[src/rtl/ext_irq_edge.sv]
module ext_irq_edge #(
  parameter int LINES     = 5,
  parameter int PORTS     = 4,
  parameter int DATA_W    = 32,
  parameter int CHAN_BASE = 6,
  parameter int CHAN_W    = 8
) (
  input  logic                   clk,
  input  logic                   rst_n,
  input  logic [PORTS*LINES-1:0] pins_i,
  input  logic                   reg_wr,
  input  logic [2:0]             reg_addr,
  input  logic [DATA_W-1:0]      reg_wdata,
  output logic [DATA_W-1:0]      reg_rdata,
  output logic [LINES-1:0]       irq_o,
  output logic [LINES-1:0]       evt_o,
  output logic                   irq_any,
  output logic [CHAN_W-1:0]      irq_chan
);
  localparam int SEL_W = (PORTS > 1) ? $clog2(PORTS) : 1;
  localparam int PINS  = PORTS * LINES;
  localparam logic [2:0] A_SEL = 3'd0, A_IMASK = 3'd1, A_EMASK = 3'd2,
                         A_RISE = 3'd3, A_FALL = 3'd4, A_PEND = 3'd5;

  logic [LINES*SEL_W-1:0] sel_q;
  logic [LINES-1:0] imask_q, emask_q, rise_q, fall_q, pend_q, evt_q;
  logic [LINES-1:0] prev_q, cur, edge_hit, clr;
  logic [PINS-1:0]  sync1_q, sync2_q;
  logic             unused_wdata;

  assign unused_wdata = ^reg_wdata;

  // two-stage synchronizer on every pin
  always_ff @(posedge clk or negedge rst_n)
    if (!rst_n) begin
      sync1_q <= '0;
      sync2_q <= '0;
    end else begin
      sync1_q <= pins_i;
      sync2_q <= sync1_q;
    end

  // per-line port select
  always_comb
    for (int i = 0; i < LINES; i++) begin
      int p;
      p = int'(sel_q[i*SEL_W +: SEL_W]);
      cur[i] = (p < PORTS) ? sync2_q[p*LINES + i] : 1'b0;
    end

  assign edge_hit = (cur & ~prev_q & rise_q) | (~cur & prev_q & fall_q);
  assign clr      = (reg_wr && reg_addr == A_PEND) ? reg_wdata[LINES-1:0] : '0;

  always_ff @(posedge clk or negedge rst_n)
    if (!rst_n) begin
      sel_q <= '0; imask_q <= '0; emask_q <= '0;
      rise_q <= '0; fall_q <= '0;
    end else if (reg_wr) begin
      case (reg_addr)
        A_SEL:   sel_q   <= reg_wdata[LINES*SEL_W-1:0];
        A_IMASK: imask_q <= reg_wdata[LINES-1:0];
        A_EMASK: emask_q <= reg_wdata[LINES-1:0];
        A_RISE:  rise_q  <= reg_wdata[LINES-1:0];
        A_FALL:  fall_q  <= reg_wdata[LINES-1:0];
        default: ;
      endcase
    end

  always_ff @(posedge clk or negedge rst_n)
    if (!rst_n) begin
      prev_q <= '0;
      pend_q <= '0;
      evt_q  <= '0;
    end else begin
      prev_q <= cur;
      pend_q <= (pend_q & ~clr) | edge_hit;
      evt_q  <= edge_hit & emask_q;
    end

  assign irq_o   = pend_q & imask_q;
  assign evt_o   = evt_q;
  assign irq_any = |irq_o;

  always_comb begin
    irq_chan = '0;
    for (int i = LINES - 1; i >= 0; i--)
      if (irq_o[i]) irq_chan = CHAN_W'(CHAN_BASE + i);
  end

  always_comb
    case (reg_addr)
      A_SEL:   reg_rdata = DATA_W'(sel_q);
      A_IMASK: reg_rdata = DATA_W'(imask_q);
      A_EMASK: reg_rdata = DATA_W'(emask_q);
      A_RISE:  reg_rdata = DATA_W'(rise_q);
      A_FALL:  reg_rdata = DATA_W'(fall_q);
      A_PEND:  reg_rdata = DATA_W'(pend_q);
      default: reg_rdata = '0;
    endcase

  p_new_pend_from_edge_r3: assert property (@(posedge clk) disable iff (!rst_n)
    1'b1 |=> ((pend_q & ~$past(pend_q) & ~$past(edge_hit)) == '0));

  p_edge_needs_enable_r5: assert property (@(posedge clk) disable iff (!rst_n)
    (edge_hit & ~(rise_q | fall_q)) == '0);

  p_pend_sticky_r6: assert property (@(posedge clk) disable iff (!rst_n)
    !(reg_wr && reg_addr == A_PEND) |=> ((pend_q & $past(pend_q)) == $past(pend_q)));

  p_pend_clear_r6: assert property (@(posedge clk) disable iff (!rst_n)
    (reg_wr && reg_addr == A_PEND) |=>
      ((pend_q & $past(reg_wdata[LINES-1:0]) & ~$past(edge_hit)) == '0));

  p_evt_gated_r8: assert property (@(posedge clk) disable iff (!rst_n)
    ((evt_o & ~$past(emask_q)) == '0) && ((evt_o & ~pend_q) == '0));

  p_chan_range_r9: assert property (@(posedge clk) disable iff (!rst_n)
    irq_any |-> (irq_chan >= CHAN_W'(CHAN_BASE)) && (irq_chan < CHAN_W'(CHAN_BASE + LINES)));
endmodule

[config.mk]
export PLATFORM = sky130hd
export DESIGN_NAME = ext_irq_edge
export DESIGN_NICKNAME = d
export VERILOG_FILES = /design/src/rtl/ext_irq_edge.sv
export SDC_FILE = /design/constraint.sdc
export NUM_CORES = 1
export LEC_CHECK = 0
export ABC_AREA = 1
export BUFFER_PORTS_ARGS = -buffer_cell sky130_fd_sc_hd__clkbuf_2
export CORE_UTILIZATION = 40
export CTS_CLUSTER_SIZE = 28
export DETAILED_ROUTE_END_ITERATION = 16
export PLACE_DENSITY = 0.75
export RECOVER_POWER = 100
export SLEW_MARGIN = 25
export SYNTH_ARGS = -nofsm -noshare
export SYNTH_HDL_FRONTEND = slang
export SYNTH_SLANG_ARGS = --single-unit
[constraint.sdc]
create_clock -name clk -period 2.3 [get_ports clk]
set_input_delay 0.23 -clock clk [delete_from_list [all_inputs] [get_ports clk]]
set_output_delay 0.23 -clock clk [all_outputs]
set_load 0.05 [all_outputs]
==> results.json, run 1 <==
{
  "finalSetupTns_ns": 0,
  "dieArea_um2": 10400,
  "worst_path_largest_cell_delay_ns": 0.67,
  "hold_class": "input pin to flop",
  "fmax_ghz": 0.470,
  "hold_viol": 0,
  "area_delta_synth_final_pct": 18.5,
  "worstPathRequired_ns": 2.07,
  "cts_made_buffers": 9,
  "regToRegEndpoint": "pend_q[1]",
  "clock-sinks": 85,
  "drt-pass1-iter-count": 4,
  "placed_area_um2": 4370,
  "worstSetupStartpoint": "sel_q[2]",
  "wire_per_inst_um": 12.9,
  "die_height_um": 102,
  "netlist_area_um2": 4010,
  "drc": 0,
  "p_seq_share_pct": 41.4,
  "maxSlewViolCount": 0,
  "drive_gt1_share_pct": 12.3,
  "grt_max_degree": 45,
  "p_comb_share_pct": 32.0,
  "timing.rr.start": "sel_q[2]",
  "syn_avg_cell_area_um2": 8.55,
  "arrival_ns": 1.90,
  "peakVddDrop_mv": 0.474,
  "wl_mm": 8.96,
  "coreArea_um2": 9730,
  "cts_resized": 0,
  "grt_antenna_before_repair": 0,
  "power.switching_mw": 1.79,
  "end_kind": "primary output",
  "ant_nets": 0,
  "worstSetupStartpointType": "flop",
  "nNetsFinal": 623,
  "period_minus_slack_ns": 2.13,
  "io_pins": 109,
  "min_path_cells": 3,
  "gp_congestion": 0.881,
  "port_buffers": 60,
  "rsz0062_at_grt": "false",
  "tightestPinTransition_ns": 1.06,
  "first_iter_violations": 201,
  "grt_pass1_vias": 3139,
  "path_cells": "inv_2 > clkbuf_2 > o2111ai_1 > clkbuf_2",
  "relSlewSlack_pct": 29.2,
  "initial_core_util_pct": 41.2,
  "ys_ff_latch": 85,
  "grt_pass1_wl_mm": 14.9,
  "reg2regPathDepth": 12,
  "clk_path_buf_depth": 2,
  "reg2reg_setup_slack_ns": 0.29,
  "ys_types": 27,
  "p_leak_nw": 2.44,
  "dp_hpwl_mm": 6.44,
  "fin_worst_skew_ns": 0.00993,
  "final.period_utilization_pct": 92.4,
  "cts_tree": "done",
  "h-tree-depth": 3,
  "worst_skew_pair.late_latency_ns": 0.37,
  "final_core_util_pct": 48.8,
  "diodes": 0,
  "cp_slowest_cell": "dfrtp_1",
  "ys_warn_count": 0,
  "rows": 36,
  "grt_overflow": 0,
  "setup.worst_path.end": "reg_rdata[2]",
  "clkPwrFrac_pct": 26.6,
  "powerDensity_nw_per_um2": 957,
  "clk_pin_slew_ns": 0.09,
  "path_common_cell": "clkbuf_2",
  "track_usage_pct": 18.8,
  "design_area_um2": 4750,
  "max_cap_violations": 0,
  "crit_type": "flop to primary output",
  "vias": 3306,
  "yosysSeqAreaShare_pct": 53.0,
  "root_buffer": "clkbuf_8",
  "die_x_um": 102,
  "setup_viol": 0,
  "sw_frac_of_total_pct": 39.4,
  "status": "finished, final reports clean",
  "cp_max_fo": 16,
  "p_int_mw": 2.76,
  "vias_per_cell": 4.76,
  "netlist_instances": 469
}
flip-flops by register name, summed over array words and instances (netlist names):
signal   flops
evt_o        5
sync2_q     20
sel_q       10
rise_q       5
fall_q       5
sync1_q     20
pend_q       5
prev_q       5
imask_q      5
emask_q      5
synthesized netlist by cell type (all sizes together):
library cell / count / share of area [%]
a21boi: 2 / 0.37
nand2: 132 / 13
o31ai: 1 / 0.19
ha: 8 / 2.5
buf: 31 / 5.8
nand4: 6 / 0.94
dfrtp: 85 / 53
clkbuf: 1 / 0.093
nand3b: 3 / 0.56
or2: 2 / 0.31
o2111ai: 2 / 0.44
nor3: 1 / 0.25
a21oi: 10 / 1.2
a22oi: 4 / 0.75
inv: 62 / 5.8
a221oi: 4 / 0.87
o21ai: 39 / 4.9
conb: 1 / 0.093
nand3: 36 / 4.9
o211ai: 3 / 0.56
nor2: 36 / 3.6
worst min path at each step:
stage                 start    endpoint  slack, ns
2_1_floorplan         rst_n  emask_q[0]      -0.07
3_3_place_gp          rst_n    evt_o[4]       0.26
3_5_place_dp          rst_n   rise_q[0]       0.27
4_1_cts        reg_wdata[7]    sel_q[7]       0.10
5_1_grt        reg_wdata[8]    sel_q[8]       0.12
6_report       reg_wdata[7]    sel_q[7]       0.11
power groups by stage:
stage	registers (mW)	logic, mW	clock network, mW
after CTS	1.88	1.49	1.23
after global routing	1.91	1.63	1.29
final	1.88	1.45	1.21
after detailed placement	1.90	1.46	0
after floorplan	1.91	1.13	0
after global placement	1.89	1.42	0
cell families (layout without fill, tap and decap cells):
group / count (synthesis) / in the layout / synth area share [%]
buf+inv: 94 / 162 / 11.7
flops: 85 / 85 / 53.0
fa+ha+maj: 8 / 8 / 2.50
compound gates: 65 / 65 / 9.30
simple gates: 216 / 216 / 23.4
other cells: 1 / 26 / 0.0935
what timing repair did:
action	4_1_cts	5_1_grt
hold buffers	21	0
buffers inserted	0	0
endpoints found under the hold margin	61	0
worst max-delay path, delay by kind of cell, from the launching register on:
family,cells,cell delay [ns]
AO/OA/AOI/OAI,1,0.26
buffers and inverters,3,0.60
flip-flops,1,0.67
metrics by stage:
stage	worst slack, ns	cells	hold WS (ns)	power, mW
floorplan	0.439	494	-0.0656	3.03
global placement	0.345	658	0.261	3.32
detailed placement	0.357	658	0.266	3.36
CTS	0.204	695	0.100	4.60
global route	0.0188	695	0.116	4.83
finish	0.174	695	0.107	4.55
per-layer routing:
layer,up-vias,GRT usage (%),part of all wire [%]
met5,-,0,0
li1,1613,-,-
met2,122,30.8,48
met1,1551,24.3,44
met3,20,4.72,5.9
met4,0,6.92,2.1
area by class of cell:
type                    count  area, um^2
fillers                   954        4980
flip-flops and latches     85        2130
multi-input cells         315        1500
repair buffers             84         498
inverters                  62         233
well taps                 133         166
clock buffers              10         138
clock inverters             6        93.8
cell usage in the layout, fill, tap and decap left out, types with 4 or more instances in the layout:
cell type      count
a21oi_1           10
a221oi_1           4
a22oi_1            4
clkbuf_1          26
clkbuf_2          35
clkbuf_8          10
conb_1            26
dfrtp_1           85
dlygate4sd3_1     21
ha_1               8
inv_1             60
nand2_1          126
nand2_2            6
nand3_1           33
nand4_1            6
nor2_1            33
o21ai_0           39
(Power assumes the default switching activity.)
==> run 2: changes to the inputs <==
--- a/config.mk
+++ b/config.mk
@@ -7,10 +7,11 @@
 export LEC_CHECK = 0
 export ABC_AREA = 1
 export BUFFER_PORTS_ARGS = -buffer_cell sky130_fd_sc_hd__clkbuf_2
-export CORE_UTILIZATION = 40
+export CORE_MARGIN = 3
+export CORE_UTILIZATION = 35
 export CTS_CLUSTER_SIZE = 28
 export DETAILED_ROUTE_END_ITERATION = 16
-export PLACE_DENSITY = 0.75
+export PLACE_DENSITY = 0.68
 export RECOVER_POWER = 100
 export SLEW_MARGIN = 25
 export SYNTH_ARGS = -nofsm -noshare
==> run 2 against run 1 <==
  * Total power increased by 5.8%
  * Critical path depth unchanged
  * Clock power increased by 22%
  * Combinational power barely moved
  * Flip-flop and latch count unchanged
  * Hold slack better by 0.037 ns
  * Non-clock buffer count rose by 1
  * Sequential power about the same
  * Register-to-register slack is essentially flat
  * Setup slack improved by 0.0035 ns
  * Count of clock-buffer cells in the layout decreased by 1
  * Largest cell class unchanged
==> results.json, run 2 (synthesis gave the netlist of run 1 again) <==
{
  "status": "finished, final reports clean",
  "port_buffers": 60,
  "crit_buf_inv": 3,
  "gp_congestion": 0.948,
  "min_from": "reg_wdata[6]",
  "cts_setup_buffers": 0,
  "hold_viol": 0,
  "cts_tree": "done",
  "clk_pin_slew_ns": 0.07,
  "fmax_ghz": 0.471,
  "io_pins": 109,
  "peakVddDrop_mv": 0.439,
  "area_delta_synth_final_pct": 20.4,
  "cp_slowest_cell": "dfrtp_1",
  "grt_overflow": 0,
  "first_iter_violations": 252,
  "powerDensity_nw_per_um2": 995,
  "cp_max_fo": 16,
  "drt-pass1-iter-count": 5,
  "coreArea_um2": 11000,
  "drc": 0,
  "grt_antenna_before_repair": 0,
  "grt_pass1_wl_mm": 15.4,
  "worstSetupStartpoint": "sel_q[2]",
  "ant_nets": 0,
  "timing.rr.start": "sel_q[5]",
  "dieArea_um2": 12800,
  "rows": 38,
  "wire_per_inst_um": 13.3,
  "worst_skew_pair.late_latency_ns": 0.34,
  "final_core_util_pct": 43.8,
  "initial_core_util_pct": 36.4,
  "track_usage_pct": 15.1,
  "worstPathRequired_ns": 2.07,
  "clock-sinks": 85,
  "ff_latch_area_um2": 2130,
  "period_minus_slack_ns": 2.12,
  "die_x_um": 113,
  "vias": 3374,
  "maxSlewViolCount": 0,
  "vias_per_cell": 4.80,
  "rsz0062_at_grt": "false",
  "grt_pass1_vias": 3335,
  "clk_path_buf_depth": 2,
  "finalSetupTns_ns": 0,
  "setup_viol": 0,
  "nFillCells": 1088,
  "nNetsFinal": 624,
  "final.period_utilization_pct": 92.3,
  "critPathTopFamily": "flip-flops",
  "drive_gt1_share_pct": 12.1,
  "end_kind": "primary output",
  "worstSetupStartpointType": "flop",
  "arrival_ns": 1.89,
  "crit_type": "flop to primary output",
  "path_cells": "inv_2 > buf_4 > o2111ai_1 > clkbuf_2",
  "top_regs": "sync1_q x20, sync2_q x20, sel_q x10",
  "layout_commonest_cell": "nand2_1",
  "grt_max_degree": 52,
  "relSlewSlack_pct": 37.3,
  "fin_worst_skew_ns": 0.00655,
  "diodes": 0,
  "tightestPinTransition_ns": 0.940,
  "p_leak_nw": 2.47,
  "cts_made_buffers": 9,
  "dp_hpwl_mm": 6.74,
  "worst_path_largest_cell_delay_ns": 0.66,
  "wl_mm": 9.32,
  "hold_class": "input pin to flop",
  "multi_input_area_um2": 1480,
  "root_buffer": "clkbuf_16",
  "most-common-layout-cells": "nand2_1, dfrtp_1, inv_1",
  "die_height_um": 113,
  "max_cap_violations": 0,
  "h-tree-depth": 3
}
[run 2: cell types whose count changed in the layout (fill, tap and decap cells not counted), sizes merged]
cell	delta
buf	+1
bufinv	-1
clkbuf	-1
clkinv	+1
inv	+1
[run 2: metrics by stage]
step           cells  worst slack [ns]  cell area (um^2)  total power, mW  hold slack, ns
2_1_floorplan    494             0.439              4110             3.03         -0.0656
3_3_place_gp     666             0.390              4390             3.32           0.224
3_5_place_dp     666             0.369              4390             3.36           0.230
4_1_cts          703             0.162              4910             4.88           0.135
5_1_grt          703            0.0592              4830             5.08           0.142
6_report         703             0.178              4830             4.81           0.144
[run 2: layer usage]
metal | vias to the layer above | wire length [um] | part of all wire (%) | track usage, %
met5 | - | 0 | 0 | 0
met3 | 25 | 567 | 6.1 | 3.53
li1 | 1624 | - | - | -
met1 | 1590 | 3980 | 43 | 18.2
met4 | 0 | 296 | 3.2 | 6.97
met2 | 135 | 4480 | 48 | 25.7
[run 2: layout make-up]
class	count	area share, %
Clock inverter	7	1.68
Sequential cell	85	44.0
Tap cell	140	3.63
Inverter	62	4.82
Multi-Input combinational cell	315	30.7
Clock buffer	9	4.66
Timing Repair Buffer	85	10.5
[run 2: power by group]
group	leakage [nW]	internal, mW	switching (mW)	total [mW]
registers	1.01	1.71	0.173	1.88
logic	1.31	0.396	1.05	1.45
clock network	0.147	0.856	0.622	1.48
total	2.47	2.96	1.85	4.81
[run 2: what timing repair did]
action	CTS	global route
hold buffers	21	0
resized for setup	0	0
hold endpoints to repair	54	0
[run 2: worst min-delay path: stages]
cell      delay [ns]
clkbuf_2        0.08
nor2_1          0.04
a21oi_1         0.10
[run 2: worst paths after layout]
kind | depth (start not counted) | slack (ns) | end
worst min register to register | 0 | 0.35 | sync2_q[2]
worst max register to register | 12 | 0.29 | pend_q[2]
min in group asynchronous | 2 | 0.57 | rise_q[0]
worst max-delay path | 4 | 0.18 | reg_rdata[2]
worst min-delay path | 3 | 0.14 | sel_q[6]
max in group asynchronous | 3 | 0.48 | sync2_q[16]
